## config.mk

```make
export PLATFORM = sky130hd
export DESIGN_NAME = gpio_irq_unit
export DESIGN_NICKNAME = d
export VERILOG_FILES = /design/src/rtl/gpio_irq_pkg.sv /design/src/rtl/gpio_irq_sync.sv /design/src/rtl/gpio_irq_regs.sv /design/src/rtl/gpio_irq_pin.sv /design/src/rtl/gpio_irq_unit.sv
export SDC_FILE = /design/constraint.sdc
export NUM_CORES = 1
export LEC_CHECK = 0
export ABC_AREA = 0
export BUFFER_PORTS_ARGS = -buffer_cell sky130_fd_sc_hd__buf_2
export CORE_MARGIN = 4
export CORE_UTILIZATION = 30
export DETAILED_ROUTE_END_ITERATION = 10
export GPL_TIMING_DRIVEN = 0
export PLACE_DENSITY_LB_ADDON = 0.1
export SYNTH_ARGS = -nofsm -noshare
export SYNTH_HDL_FRONTEND = slang
export SYNTH_SLANG_ARGS = --single-unit
```

## constraint.sdc

```tcl
create_clock -name clk_i -period 3.5 [get_ports clk_i]
set_clock_uncertainty 0.2 [all_clocks]
set_input_delay 0.525 -clock clk_i [delete_from_list [all_inputs] [get_ports clk_i]]
set_output_delay 0.525 -clock clk_i [all_outputs]
set_load 0.03 [all_outputs]
```

## src/rtl/gpio_irq_pkg.sv

```systemverilog
package gpio_irq_pkg;
  localparam int unsigned MODE_W = 3;

  typedef enum logic [MODE_W-1:0] {
    MODE_OFF  = 3'd0,
    MODE_HIGH = 3'd1,
    MODE_LOW  = 3'd2,
    MODE_SET  = 3'd3,
    MODE_RSVD = 3'd4,
    MODE_RISE = 3'd5,
    MODE_FALL = 3'd6,
    MODE_ANY  = 3'd7
  } trig_mode_e;

  localparam int unsigned OFS_PIN    = 4;
  localparam int unsigned OFS_CFG    = 12;
  localparam int unsigned OFS_MASK   = 16;
  localparam int unsigned OFS_ACK    = 20;
  localparam int unsigned OFS_RAW    = 24;
  localparam int unsigned OFS_MASKED = 28;

  function automatic logic mode_is_edge(trig_mode_e m);
    return m[2] & (m[1] | m[0]);
  endfunction
endpackage

```

## src/rtl/gpio_irq_sync.sv

```systemverilog
module gpio_irq_sync #(
  parameter int unsigned WIDTH  = 8,
  parameter int unsigned STAGES = 2
) (
  input  logic             clk_i,
  input  logic             rst_ni,
  input  logic [WIDTH-1:0] async_i,
  output logic [WIDTH-1:0] sync_o,
  output logic [WIDTH-1:0] prev_o
);
  logic [STAGES-1:0][WIDTH-1:0] chain_q;

  always_ff @(posedge clk_i or negedge rst_ni) begin
    if (!rst_ni) chain_q[0] <= '0;
    else         chain_q[0] <= async_i;
  end

  for (genvar k = 1; k < STAGES; k++) begin : g_stage
    always_ff @(posedge clk_i or negedge rst_ni) begin
      if (!rst_ni) chain_q[k] <= '0;
      else         chain_q[k] <= chain_q[k-1];
    end
  end

  always_ff @(posedge clk_i or negedge rst_ni) begin
    if (!rst_ni) prev_o <= '0;
    else         prev_o <= chain_q[STAGES-1];
  end

  assign sync_o = chain_q[STAGES-1];

  // synchronized value moves into the history flop
  a_r2_prev_follows: assert property (@(posedge clk_i) disable iff (!rst_ni)
    1'b1 |=> prev_o == $past(sync_o));
endmodule

```

## src/rtl/gpio_irq_regs.sv

```systemverilog
module gpio_irq_regs
  import gpio_irq_pkg::*;
#(
  parameter int unsigned NUM_PINS = 8,
  parameter int unsigned ADDR_W   = 8,
  parameter int unsigned DATA_W   = 32
) (
  input  logic                       clk_i,
  input  logic                       rst_ni,
  input  logic                       wr_en_i,
  input  logic [ADDR_W-1:0]          addr_i,
  input  logic [DATA_W-1:0]          wdata_i,
  output logic [NUM_PINS*MODE_W-1:0] cfg_o,
  output logic [NUM_PINS-1:0]        mask_o,
  output logic [NUM_PINS-1:0]        ack_o
);
  localparam int unsigned CFG_W = NUM_PINS * MODE_W;

  logic wr_cfg, wr_mask, wr_ack;
  assign wr_cfg  = wr_en_i && (addr_i == ADDR_W'(OFS_CFG));
  assign wr_mask = wr_en_i && (addr_i == ADDR_W'(OFS_MASK));
  assign wr_ack  = wr_en_i && (addr_i == ADDR_W'(OFS_ACK));

  always_ff @(posedge clk_i or negedge rst_ni) begin
    if (!rst_ni) begin
      cfg_o  <= '0;
      mask_o <= '0;
    end else begin
      if (wr_cfg)  cfg_o  <= wdata_i[CFG_W-1:0];
      if (wr_mask) mask_o <= wdata_i[NUM_PINS-1:0];
    end
  end

  // acknowledge is a one-cycle pulse, never stored
  assign ack_o = wr_ack ? wdata_i[NUM_PINS-1:0] : '0;

  if (CFG_W < DATA_W) begin : g_spare
    logic unused_wdata;
    assign unused_wdata = ^wdata_i[DATA_W-1:CFG_W];
  end

  a_r3_cfg_write: assert property (@(posedge clk_i) disable iff (!rst_ni)
    wr_cfg |=> cfg_o == $past(wdata_i[CFG_W-1:0]));
  a_r4_mask_write: assert property (@(posedge clk_i) disable iff (!rst_ni)
    wr_mask |=> mask_o == $past(wdata_i[NUM_PINS-1:0]));
  a_r12_cfg_hold: assert property (@(posedge clk_i) disable iff (!rst_ni)
    !wr_cfg |=> $stable(cfg_o));
  a_r12_mask_hold: assert property (@(posedge clk_i) disable iff (!rst_ni)
    !wr_mask |=> $stable(mask_o));
endmodule

```

## src/rtl/gpio_irq_pin.sv

```systemverilog
module gpio_irq_pin
  import gpio_irq_pkg::*;
(
  input  logic              clk_i,
  input  logic              rst_ni,
  input  logic [MODE_W-1:0] mode_i,
  input  logic              lvl_i,
  input  logic              prev_i,
  input  logic              ack_i,
  output logic              raw_o
);
  trig_mode_e mode;
  logic rise, fall, hit, edge_q, edge_d;

  assign mode = trig_mode_e'(mode_i);
  assign rise = lvl_i & ~prev_i;
  assign fall = ~lvl_i & prev_i;

  always_comb begin
    unique case (mode)
      MODE_RISE: hit = rise;
      MODE_FALL: hit = fall;
      MODE_ANY:  hit = rise | fall;
      default:   hit = 1'b0;
    endcase
  end

  // new edge beats a same-cycle acknowledge
  assign edge_d = mode_is_edge(mode) ? (hit | (edge_q & ~ack_i)) : 1'b0;

  always_ff @(posedge clk_i or negedge rst_ni) begin
    if (!rst_ni) edge_q <= 1'b0;
    else         edge_q <= edge_d;
  end

  always_comb begin
    unique case (mode)
      MODE_HIGH: raw_o = lvl_i;
      MODE_LOW:  raw_o = ~lvl_i;
      MODE_SET:  raw_o = 1'b1;
      MODE_RISE,
      MODE_FALL,
      MODE_ANY:  raw_o = edge_q;
      default:   raw_o = 1'b0;
    endcase
  end

  a_r7_edge_latches: assert property (@(posedge clk_i) disable iff (!rst_ni)
    hit |=> edge_q);
  a_r7_edge_sticky: assert property (@(posedge clk_i) disable iff (!rst_ni)
    (edge_q && !ack_i && mode_is_edge(mode)) |=> edge_q);
  a_r8_ack_clears: assert property (@(posedge clk_i) disable iff (!rst_ni)
    (ack_i && !hit) |=> !edge_q);
  a_r9_nonedge_drops: assert property (@(posedge clk_i) disable iff (!rst_ni)
    !mode_is_edge(mode) |=> !edge_q);
endmodule

```

## src/rtl/gpio_irq_unit.sv

```systemverilog
module gpio_irq_unit
  import gpio_irq_pkg::*;
#(
  parameter int unsigned NUM_PINS    = 8,
  parameter int unsigned SYNC_STAGES = 2,
  parameter int unsigned ADDR_W      = 8,
  parameter int unsigned DATA_W      = 32
) (
  input  logic                clk_i,
  input  logic                rst_ni,
  input  logic [NUM_PINS-1:0] pin_i,
  input  logic                wr_en_i,
  input  logic                rd_en_i,
  input  logic [ADDR_W-1:0]   addr_i,
  input  logic [DATA_W-1:0]   wdata_i,
  output logic [DATA_W-1:0]   rdata_o,
  output logic                irq_o
);
  localparam int unsigned CFG_W = NUM_PINS * MODE_W;

  logic [NUM_PINS-1:0] pin_sync, pin_prev, mask, ack, raw, masked;
  logic [CFG_W-1:0]    cfg;

  gpio_irq_sync #(.WIDTH(NUM_PINS), .STAGES(SYNC_STAGES)) i_sync (
    .clk_i   (clk_i),
    .rst_ni  (rst_ni),
    .async_i (pin_i),
    .sync_o  (pin_sync),
    .prev_o  (pin_prev)
  );

  gpio_irq_regs #(.NUM_PINS(NUM_PINS), .ADDR_W(ADDR_W), .DATA_W(DATA_W)) i_regs (
    .clk_i   (clk_i),
    .rst_ni  (rst_ni),
    .wr_en_i (wr_en_i),
    .addr_i  (addr_i),
    .wdata_i (wdata_i),
    .cfg_o   (cfg),
    .mask_o  (mask),
    .ack_o   (ack)
  );

  for (genvar n = 0; n < NUM_PINS; n++) begin : g_pin
    gpio_irq_pin i_pin (
      .clk_i  (clk_i),
      .rst_ni (rst_ni),
      .mode_i (cfg[n*MODE_W +: MODE_W]),
      .lvl_i  (pin_sync[n]),
      .prev_i (pin_prev[n]),
      .ack_i  (ack[n]),
      .raw_o  (raw[n])
    );
  end

  assign masked = raw & mask;

  always_ff @(posedge clk_i or negedge rst_ni) begin
    if (!rst_ni) irq_o <= 1'b0;
    else         irq_o <= |masked;
  end

  always_comb begin
    rdata_o = '0;
    if (rd_en_i) begin
      case (addr_i)
        ADDR_W'(OFS_PIN):    rdata_o[NUM_PINS-1:0] = pin_sync;
        ADDR_W'(OFS_CFG):    rdata_o[CFG_W-1:0]    = cfg;
        ADDR_W'(OFS_MASK):   rdata_o[NUM_PINS-1:0] = mask;
        ADDR_W'(OFS_RAW):    rdata_o[NUM_PINS-1:0] = raw;
        ADDR_W'(OFS_MASKED): rdata_o[NUM_PINS-1:0] = masked;
        default:             rdata_o = '0;
      endcase
    end
  end

  a_r11_irq_rises: assert property (@(posedge clk_i) disable iff (!rst_ni)
    (|(raw & mask)) |=> irq_o);
  a_r11_irq_falls: assert property (@(posedge clk_i) disable iff (!rst_ni)
    !(|(raw & mask)) |=> !irq_o);
  a_r12_idle_bus: assert property (@(posedge clk_i) disable iff (!rst_ni)
    !rd_en_i |-> rdata_o == '0);
endmodule

```

==> flow_summary.yaml, run 1 <==
pwr:
  p_switching_w: 0.0004374
  clockPowerShare: 0.500
  combPwrFrac: 0.084
  power.leakage_nw: 2.189
  seqPwrFrac: 0.416
  peakVddDrop_v: 0.0003208
  power_density_mw_per_mm2: 449.0
  switching_share: 0.2216
  p_int_w: 0.001537
layout:
  fin_cells: 566
  antenna_cells: 0
  synthToLayoutAreaGrowth_pct: 25.95
  final_layout_size_suffix_gt1_frac: 0.3262
  fin_nets: 487
floorplan:
  num_io_pins: 85
  core_region_area_mm2: 0.01142
  rows: 39
  die_h_um: 115.9
  die-width_um: 115.9
  die_area_mm2: 0.01343
  start_util: 0.3057
synthesis:
  yosysTopAreaCell: "dfrtp_1"
  syn_area_per_cell_um2: 10.51
  synth_cells: 332
  ys_seq_area_frac: 0.4659
  ys_seq_elements: 65
  synth_ff_type: "dfrtp_1"
  synth_top_area_frac: 0.4659
  async_reset_ff_frac: 1.000
  synth_commonest_cells: "dfrtp_1, a21oi_1, mux2_2"
  synthDistinctLibCells: 47
  synth_most_common_cell: "dfrtp_1"
  netlist_area_mm2: 0.003491
  ys_warn_count: 0
  synth-edff-count: 0
  synth_area_leaders: "dfrtp_1, mux2_2, a21oi_1"
sta:
  hold_viol: 0
  slew_headroom: 0.1992
  period_share: 0.9457
  rsz0062_at_grt: "false"
  worst_slew_pin_slew_ps: 1198
  finalWorstSetupSlack_ps: 190.0
  fin_tns_setup_ps: 0
  hold_slack_ps: 98.64
  slew_violations: 0
  timing.fmax_ghz: 0.3021
  setup_viol: 0
  period_minus_slack_ps: 3310
route:
  finalWirelength_um: 8948
  vias: 2675
  postRouteAntennaNets: 0
  wire_per_inst_um: 15.81
  top_layer: "met4"
  wl_met2_um: 4292
  wl_met1_um: 4124
  drt_iter0_drc: 73
  drt_first_pass_iters: 4
  vias_per_cell: 4.726
  met3_wirelength_um: 409
  drc: 0
placed_design:
  hpwl_um: 6622
  routabilityCongestion: 0.7390
  portBuffers: 67
  place_inst: 550
  place_ws_ps: 52.71
critical_path:
  r2r-start: "i_sync.sync_o[1]"
  crit_arrival_ps: 2580
  start_kind: "input port"
  cp_num_cells: 8
  cp_max_fo: 7
  cp_slowest_cell: "or4_4"
  endpoint: "rdata_o[3]"
  cpPeakStageDelay_ps: 570
  r2r_end: "irq_o"
  worstPathCellList: "buf_2 -> or4_4 -> or3b_1 -> buf_2 -> or2_0 -> clkbuf_2 -> a211oi_2 -> buf_2"
  reg2reg_slack_ps: 1300
  critPathTopFamily: "simple AND/OR/NAND/NOR gates"
  path_class: "in -> out"
  crit_path_end_kind: "output pin"
  critPathRequiredTime_ps: 2770
  worst-r2r-cell-count: 4
  crit_buf_inv: 4
  path_common_cell: "buf_2"
  cp-startpoint: "addr_i[5]"
global_route:
  grt_remaining_overflow: 0
  grt_pass1_vias: 2648
  grt_pass1_wl_um: 14170
  gr-usage-all-layers: 0.1412
  antenna_found_initial: 0
  grt_start_max_net_pins: 37
clocking:
  clk_latency_ps: 330
  tritoncts: "yes"
  clockRootBuffer: "clkbuf_16"
  clock_sinks: 65
  numCtsBuffers: 9
  cts.htree.levels: 3
  clockBufferDepth: 2
  cts.clk_slew.worst_paths_ps: 50
status:
  status: "finished clean"
job:
  maxCapViolations: 0
hold_path:
  hold_class: "in -> reg"
==> power groups by stage <==
| stage | logic (W) | clock network [W] | registers [W] |
|---|---|---|---|
| after global placement | 0.000162 | 0 | 0.000833 |
| after floorplan | 0.000102 | 0 | 0.000823 |
| final | 0.000165 | 0.000987 | 0.000822 |
| after CTS | 0.000169 | 0.00101 | 0.000822 |
| after detailed placement | 0.000167 | 0 | 0.000835 |
| after global routing | 0.000189 | 0.00105 | 0.000828 |
==> cells by family after synthesis <==
group / after synthesis / share of synthesized area
adders and majority gates: 16 / 0.05735
DFF: 65 / 0.4659
other: 1 / 0.001074
and+or+nand+nor: 64 / 0.1032
AOI/OAI and AO/OA: 88 / 0.1584
buffers and inverters: 50 / 0.06416
muxes: 48 / 0.1498
==> state kept, by name, summed over array words and instances, names as in the netlist <==
register and flops:
i_regs.cfg_o 24, i_sync.prev_o 8, i_regs.mask_o 8, i_sync.sync_o 8, g_pin.i_pin.edge_q 8, i_sync.chain_q 8
irq_o 1
==> worst min path at each step <==
stage,startpoint,endpoint,slack [ps],cells after the start
5_1_grt,pin_i[6],i_sync.chain_q[6],90,1
6_report,pin_i[3],i_sync.chain_q[3],100,1
4_1_cts,pin_i[2],i_sync.chain_q[2],90,1
3_5_place_dp,i_sync.chain_q[3],i_sync.sync_o[3],130,0
3_3_place_gp,i_sync.chain_q[5],i_sync.sync_o[5],130,0
2_1_floorplan,rst_ni,g_pin[0].i_pin.edge_q,30,0
==> placed cells by master, fill, tap and decap left out, drive strengths merged, types with 2 or more instances in the layout <==
| cell type | n |
|---|---|
| or4 | 2 |
| a2111o | 2 |
| clkbuf | 21 |
| nand3 | 3 |
| nor2b | 5 |
| nand2b | 7 |
| ha | 16 |
| mux2 | 34 |
| conb | 8 |
| and2 | 13 |
| o221a | 2 |
| nor2 | 10 |
| nand2 | 13 |
| dfrtp | 65 |
| a211oi | 7 |
| o21ai | 12 |
| inv | 31 |
| mux2i | 14 |
| buf | 79 |
| o2111ai | 2 |
| o21a | 7 |
| a31oi | 2 |
| o31ai | 2 |
| or2 | 2 |
| nor3 | 3 |
| a21oi | 42 |
| bufinv | 2 |
==> cell type report <==
type,instances,area (um2)
Buffer,19,107.6
Clock buffer,13,270.3
Clock inverter,2,60.06
Fill cell,1187,7022
Inverter,31,116.4
Multi-Input combinational cell,224,1669
Sequential cell,65,1627
Tap cell,143,178.9
Timing Repair Buffer,69,367.9
==> metrics by stage <==
step	instance area (um2)	power (W)	utilization
after floorplan	3517	0.0009245	-
after global placement	4031	0.0009948	0.3531
after detailed placement	4054	0.001002	0.3550
after CTS	4394	0.002005	0.3848
after global routing	4397	0.002067	0.3851
final	4397	0.001974	0.3851
==> metal layers <==
metal / up-vias / GRT usage
li1: 1328 / -
met4: 0 / 0.04176
met3: 10 / 0.03916
met5: - / 0
met2: 55 / 0.2309
met1: 1282 / 0.1830
==> repair_timing <==
action | 4_1_cts | 5_1_grt
hold buffers | 1 | 0
resized for setup | 0 | 1
buffers inserted | 0 | 0
hold endpoints to repair | 29 | 0
setup endpoints to repair | 0 | 10
Power figures use the tool's default switching activity.
==> run 2: changes to the inputs <==
--- a/config.mk
+++ b/config.mk
@@ -6,10 +6,10 @@
 export NUM_CORES = 1
 export LEC_CHECK = 0
 export ABC_AREA = 0
-export BUFFER_PORTS_ARGS = -buffer_cell sky130_fd_sc_hd__buf_2
 export CORE_MARGIN = 4
 export CORE_UTILIZATION = 30
 export DETAILED_ROUTE_END_ITERATION = 10
+export DONT_BUFFER_PORTS = 1
 export GPL_TIMING_DRIVEN = 0
 export PLACE_DENSITY_LB_ADDON = 0.1
 export SYNTH_ARGS = -nofsm -noshare
==> run 2 against run 1 <==
- first-iteration DRC count up 41%
- fmax down 1.6%
- wire length up 0.77%
- design area down 6.1%
- register-to-register slack worse by 20 ps
- largest cell class unchanged
==> flow_summary.yaml, run 2 (synthesis results as in run 1) <==
status:
  status: "finished clean"
global_route:
  grt_start_max_net_pins: 66
  gr-usage-all-layers: 0.1425
  grt_pass1_wl_um: 14080
  antenna_found_initial: 1
  grt_pass1_vias: 2548
  grt_remaining_overflow: 0
route:
  postRouteAntennaNets: 0
  drt_first_pass_iters: 4
  vias: 2501
  drt_iter0_drc: 103
  wire_per_inst_um: 17.79
  finalWirelength_um: 9017
  drc: 0
  vias_per_cell: 4.933
critical_path:
  path_class: "in -> out"
  critPathTopFamily: "simple AND/OR/NAND/NOR gates"
  crit_path_end_kind: "output pin"
  cp_max_fo: 7
  reg2reg_slack_ps: 1280
  start_kind: "input port"
  worstPathCellList: "or4_4 -> or3b_1 -> buf_2 -> or2_0 -> clkbuf_2 -> a21oi_1"
  crit_arrival_ps: 2640
  r2r-start: "i_sync.sync_o[1]"
  cpPeakStageDelay_ps: 620
  critPathRequiredTime_ps: 2770
  worst-r2r-cell-count: 4
  r2r_end: "irq_o"
  crit_buf_inv: 2
  cp_slowest_cell: "a21oi_1"
clocking:
  cts.htree.levels: 3
  tritoncts: "yes"
  clk_latency_ps: 340
  clock_sinks: 65
  cts.clk_slew.worst_paths_ps: 50
  clockRootBuffer: "clkbuf_16"
  numCtsBuffers: 9
  postCtsSetupRepairBufs: 0
  clockBufferDepth: 2
  post_cts_resized: 0
floorplan:
  num_io_pins: 85
  die-width_um: 115.9
  core_region_area_mm2: 0.01142
  start_util: 0.3057
  die_h_um: 115.9
  rows: 39
  die_area_mm2: 0.01343
layout:
  largest_register_ffs: 24
  fin_cells: 507
  final_util: 0.3614
  fillers: 1164
  antenna_cells: 0
  final_layout_size_suffix_gt1_frac: 0.1923
  regMostFlops: "i_regs.cfg_o"
  fin_nets: 427
  synthToLayoutAreaGrowth_pct: 18.21
  final_common_cell: "dfrtp_1"
  layout_common_cells: "dfrtp_1, a21oi_1, mux2_2"
sta:
  slew_headroom: 0.1522
  slew_violations: 0
  worst_slew_pin_slew_ps: 1268
  rsz0062_at_grt: "false"
  period_minus_slack_ps: 3363
  fin_tns_setup_ps: 0
  timing.fmax_ghz: 0.2973
  period_share: 0.9610
  hold_viol: 0
  setup_viol: 0
hold_path:
  hold_path_end: "i_sync.chain_q[0]"
  hold_class: "in -> reg"
  min-delay-start: "pin_i[0]"
  holdPathStages: 0
job:
  maxCapViolations: 0
pwr:
  power_density_mw_per_mm2: 469.7
  finalPower_w: 0.001938
  peakVddDrop_v: 0.0002580
  power.leakage_nw: 1.907
placed_design:
  hpwl_um: 6407
  routabilityCongestion: 0.7702
  portBuffers: 0
  place_inst: 482
==> run 2: cell types whose count changed in the layout (fill, tap and decap cells not counted) <==
cell / delta
clkbuf_1: +1
clkinv_4: +1
nor2_1: +1
clkbuf_8: -2
clkinvlp_4: +1
buf_2: -66
buf_12: -1
nor2_2: -1
dlygate4sd3_1: +7
buf_16: +1
buf_4: -1
==> run 2: what timing repair did <==
action | 4_1_cts | 5_1_grt
hold buffers | 6 | 3
endpoints found under the hold margin | 69 | 3
setup endpoints to repair | 0 | 0
==> run 2: layout make-up <==
type / count / area [um2] / share of cell area
inverters: 31 / 116.4 / 0.02820
plain buffers: 19 / 107.6 / 0.02608
well taps: 143 / 178.9 / 0.04336
repair buffers: 9 / 107.6 / 0.02608
clock buffers: 12 / 246.5 / 0.05973
multi-input cells: 224 / 1667 / 0.4039
clock inverters: 4 / 76.32 / 0.01850
flip-flops and latches: 65 / 1627 / 0.3942
==> run 2: metrics by stage <==
stage,hold WS (ps),area (um2),worst slack [ps]
after floorplan,29.41,3517,373.8
after global placement,32.39,3696,119.7
after detailed placement,34.05,3696,105.5
after CTS,0.09548,4096,103.9
after global routing,3.467,4126,10.32
final,18.73,4126,136.5
==> run 2: report_power, final <==
part,internal (W),leakage (nW),switching [W]
sequential,0.000784,0.847,0.0000373
clock,0.000644,0.153,0.000327
combinational,0.0000639,0.907,0.0000812
==> run 2: worst max path at each step <==
stage / startpoint / endpoint / cells past startpoint
floorplan: addr_i[5] / rdata_o[0] / 6
global placement: addr_i[5] / rdata_o[23] / 6
detailed placement: addr_i[5] / rdata_o[23] / 6
CTS: addr_i[5] / rdata_o[23] / 6
global route: addr_i[5] / rdata_o[4] / 6
finish: addr_i[5] / rdata_o[2] / 6
==> run 2: layer usage <==
metal	track usage	vias to the layer above	wire length (um)
met1	0.1773	1211	4055
met3	0.06162	11	626
met4	0.05646	2	189
met2	0.2183	63	4133
met5	0	-	13
li1	-	1214	-
==> run 3: changes to the inputs <==
--- a/config.mk
+++ b/config.mk
@@ -12,6 +12,8 @@
 export DONT_BUFFER_PORTS = 1
 export GPL_TIMING_DRIVEN = 0
 export PLACE_DENSITY_LB_ADDON = 0.1
+export RECOVER_POWER = 25
+export SETUP_SLACK_MARGIN = 0.05
 export SYNTH_ARGS = -nofsm -noshare
 export SYNTH_HDL_FRONTEND = slang
 export SYNTH_SLANG_ARGS = --single-unit
==> run 3 against run 2 <==
- the run now ends with capacitance limit, slew limit left
- utilization fell by 0.13 points
- first-iteration DRC count fell by 0.97%
- wire length rose by 0.12%
==> flow_summary.yaml, run 3 (synthesis results as in run 1) <==
status:
  status: "finished with violations"
  violations: "capacitance limit, slew limit"
layout:
  layout_common_cells: "dfrtp_1, a21oi_1, mux2_2"
  fin_nets: 427
  final_common_cell: "dfrtp_1"
  antenna_cells: 0
  final_layout_size_suffix_gt1_frac: 0.1978
  fillers: 1167
  largest_register_ffs: 24
  stdcell_area_mm2: 0.004111
  synthToLayoutAreaGrowth_pct: 17.78
  regMostFlops: "i_regs.cfg_o"
critical_path:
  worst-r2r-cell-count: 4
  r2r_end: "irq_o"
  start_kind: "input port"
  cpPeakStageDelay_ps: 630
  reg2reg_slack_ps: 1290
  path_class: "in -> out"
  cp_max_fo: 7
  critPathRequiredTime_ps: 2770
  critPathTopFamily: "simple AND/OR/NAND/NOR gates"
  worstPathCellList: "or4_4 -> or3b_1 -> buf_2 -> or2_0 -> clkbuf_2 -> a21oi_1"
  crit_arrival_ps: 2650
  crit_buf_inv: 2
  cp_slowest_cell: "a21oi_1"
  r2r-start: "i_sync.sync_o[1]"
  crit_path_end_kind: "output pin"
route:
  drt_first_pass_iters: 4
  vias: 2496
  vias_per_cell: 4.923
  drc: 0
  wire_per_inst_um: 17.81
  drt_iter0_drc: 102
  postRouteAntennaNets: 0
  finalWirelength_um: 9028
sta:
  setup_viol: 0
  slew_headroom: -0.1156
  hold_viol: 0
  worst_slew_pin_slew_ps: 1673
  slew_violations: 66
  rsz0062_at_grt: "true"
  period_share: 0.9645
  fin_tns_setup_ps: 0
  period_minus_slack_ps: 3376
  timing.fmax_ghz: 0.2962
pwr:
  peakVddDrop_v: 0.0002577
  switching_share: 0.2301
  p_int_w: 0.001490
  power_density_mw_per_mm2: 470.6
  finalPower_w: 0.001935
  power.leakage_nw: 1.898
  p_switching_w: 0.0004451
  seqPwrFrac: 0.425
  combPwrFrac: 0.073
  clockPowerShare: 0.502
floorplan:
  die-width_um: 115.9
  die_area_mm2: 0.01343
  start_util: 0.3057
  num_io_pins: 85
  core_region_area_mm2: 0.01142
  die_h_um: 115.9
  rows: 39
hold_path:
  hold_class: "in -> reg"
  hold_path_end: "i_sync.chain_q[0]"
  min-delay-start: "pin_i[0]"
  holdPathStages: 0
global_route:
  gr-usage-all-layers: 0.1425
  grt_pass1_vias: 2548
  grt_start_max_net_pins: 66
  antenna_found_initial: 1
  grt_remaining_overflow: 0
  grt_pass1_wl_um: 14080
clocking:
  tritoncts: "yes"
  clockBufferDepth: 2
  clockRootBuffer: "clkbuf_16"
  clock_sinks: 65
  cts.htree.levels: 3
  cts.clk_slew.worst_paths_ps: 50
  clk_latency_ps: 340
  postCtsSetupRepairBufs: 0
  numCtsBuffers: 9
placed_design:
  routabilityCongestion: 0.7702
  portBuffers: 0
  placed_area_mm2: 0.003696
  hpwl_um: 6407
job:
  maxCapViolations: 1
run 3: changes by cell type in the layout (fill, tap and decap cells not counted):
cell / change
a21oi_2: +2
a21oi_1: -2
buf_16: -1
clkbuf_2: +1
run 3: layer usage:
| layer | up-vias | routed length (um) | global-route usage |
|---|---|---|---|
| met2 | 65 | 4144 | 0.2183 |
| met3 | 11 | 589 | 0.06162 |
| li1 | 1213 | - | - |
| met4 | 2 | 189 | 0.05646 |
| met1 | 1205 | 4090 | 0.1773 |
| met5 | - | 13 | 0 |
run 3: worst max path at each step:
stage / from / endpoint / slack, ps / cells after the start
3_3_place_gp: addr_i[5] / rdata_o[23] / 120 / 6
2_1_floorplan: addr_i[5] / rdata_o[0] / 370 / 6
4_1_cts: addr_i[5] / rdata_o[23] / 100 / 6
5_1_grt: addr_i[5] / rdata_o[6] / 30 / 6
6_report: addr_i[5] / rdata_o[2] / 120 / 6
3_5_place_dp: addr_i[5] / rdata_o[23] / 110 / 6
run 3: what timing repair did:
action | CTS | global route
gates resized for setup | 0 | 2
hold buffers | 6 | 3
endpoints found under the hold margin | 69 | 3
setup endpoints to repair | 0 | 4
run 3: final cells by class:
class,instances,area [um2],share of cell area
inverter,31,116.4,0.02830
buffer,19,107.6,0.02617
sequential,65,1627,0.3956
multi-input combinational,224,1674,0.4072
tap,143,178.9,0.04352
timing repair buffer,9,85.08,0.02069
clock inverter,4,76.32,0.01856
clock buffer,12,246.5,0.05995
run 3: metrics by stage:
| step | worst slack [ps] | instances | utilization | hold WS (ps) |
|---|---|---|---|---|
| 2_1_floorplan | 373.8 | 339 | - | 29.41 |
| 3_3_place_gp | 119.7 | 482 | 0.3237 | 32.39 |
| 3_5_place_dp | 105.5 | 482 | 0.3237 | 34.05 |
| 4_1_cts | 103.9 | 504 | 0.3588 | 0.09548 |
| 5_1_grt | 30.21 | 507 | 0.3601 | 3.467 |
| 6_report | 124.4 | 507 | 0.3601 | 18.73 |
run 3: power by group through the flow:
| stage | clock network (W) | logic, W | registers, W |
|---|---|---|---|
| global route | 0.00103 | 0.000162 | 0.000828 |
| global placement | 0 | 0.000116 | 0.000835 |
| detailed placement | 0 | 0.000119 | 0.000835 |
| finish | 0.000971 | 0.000142 | 0.000822 |
| floorplan | 0 | 0.000102 | 0.000823 |
| CTS | 0.00100 | 0.000145 | 0.000822 |
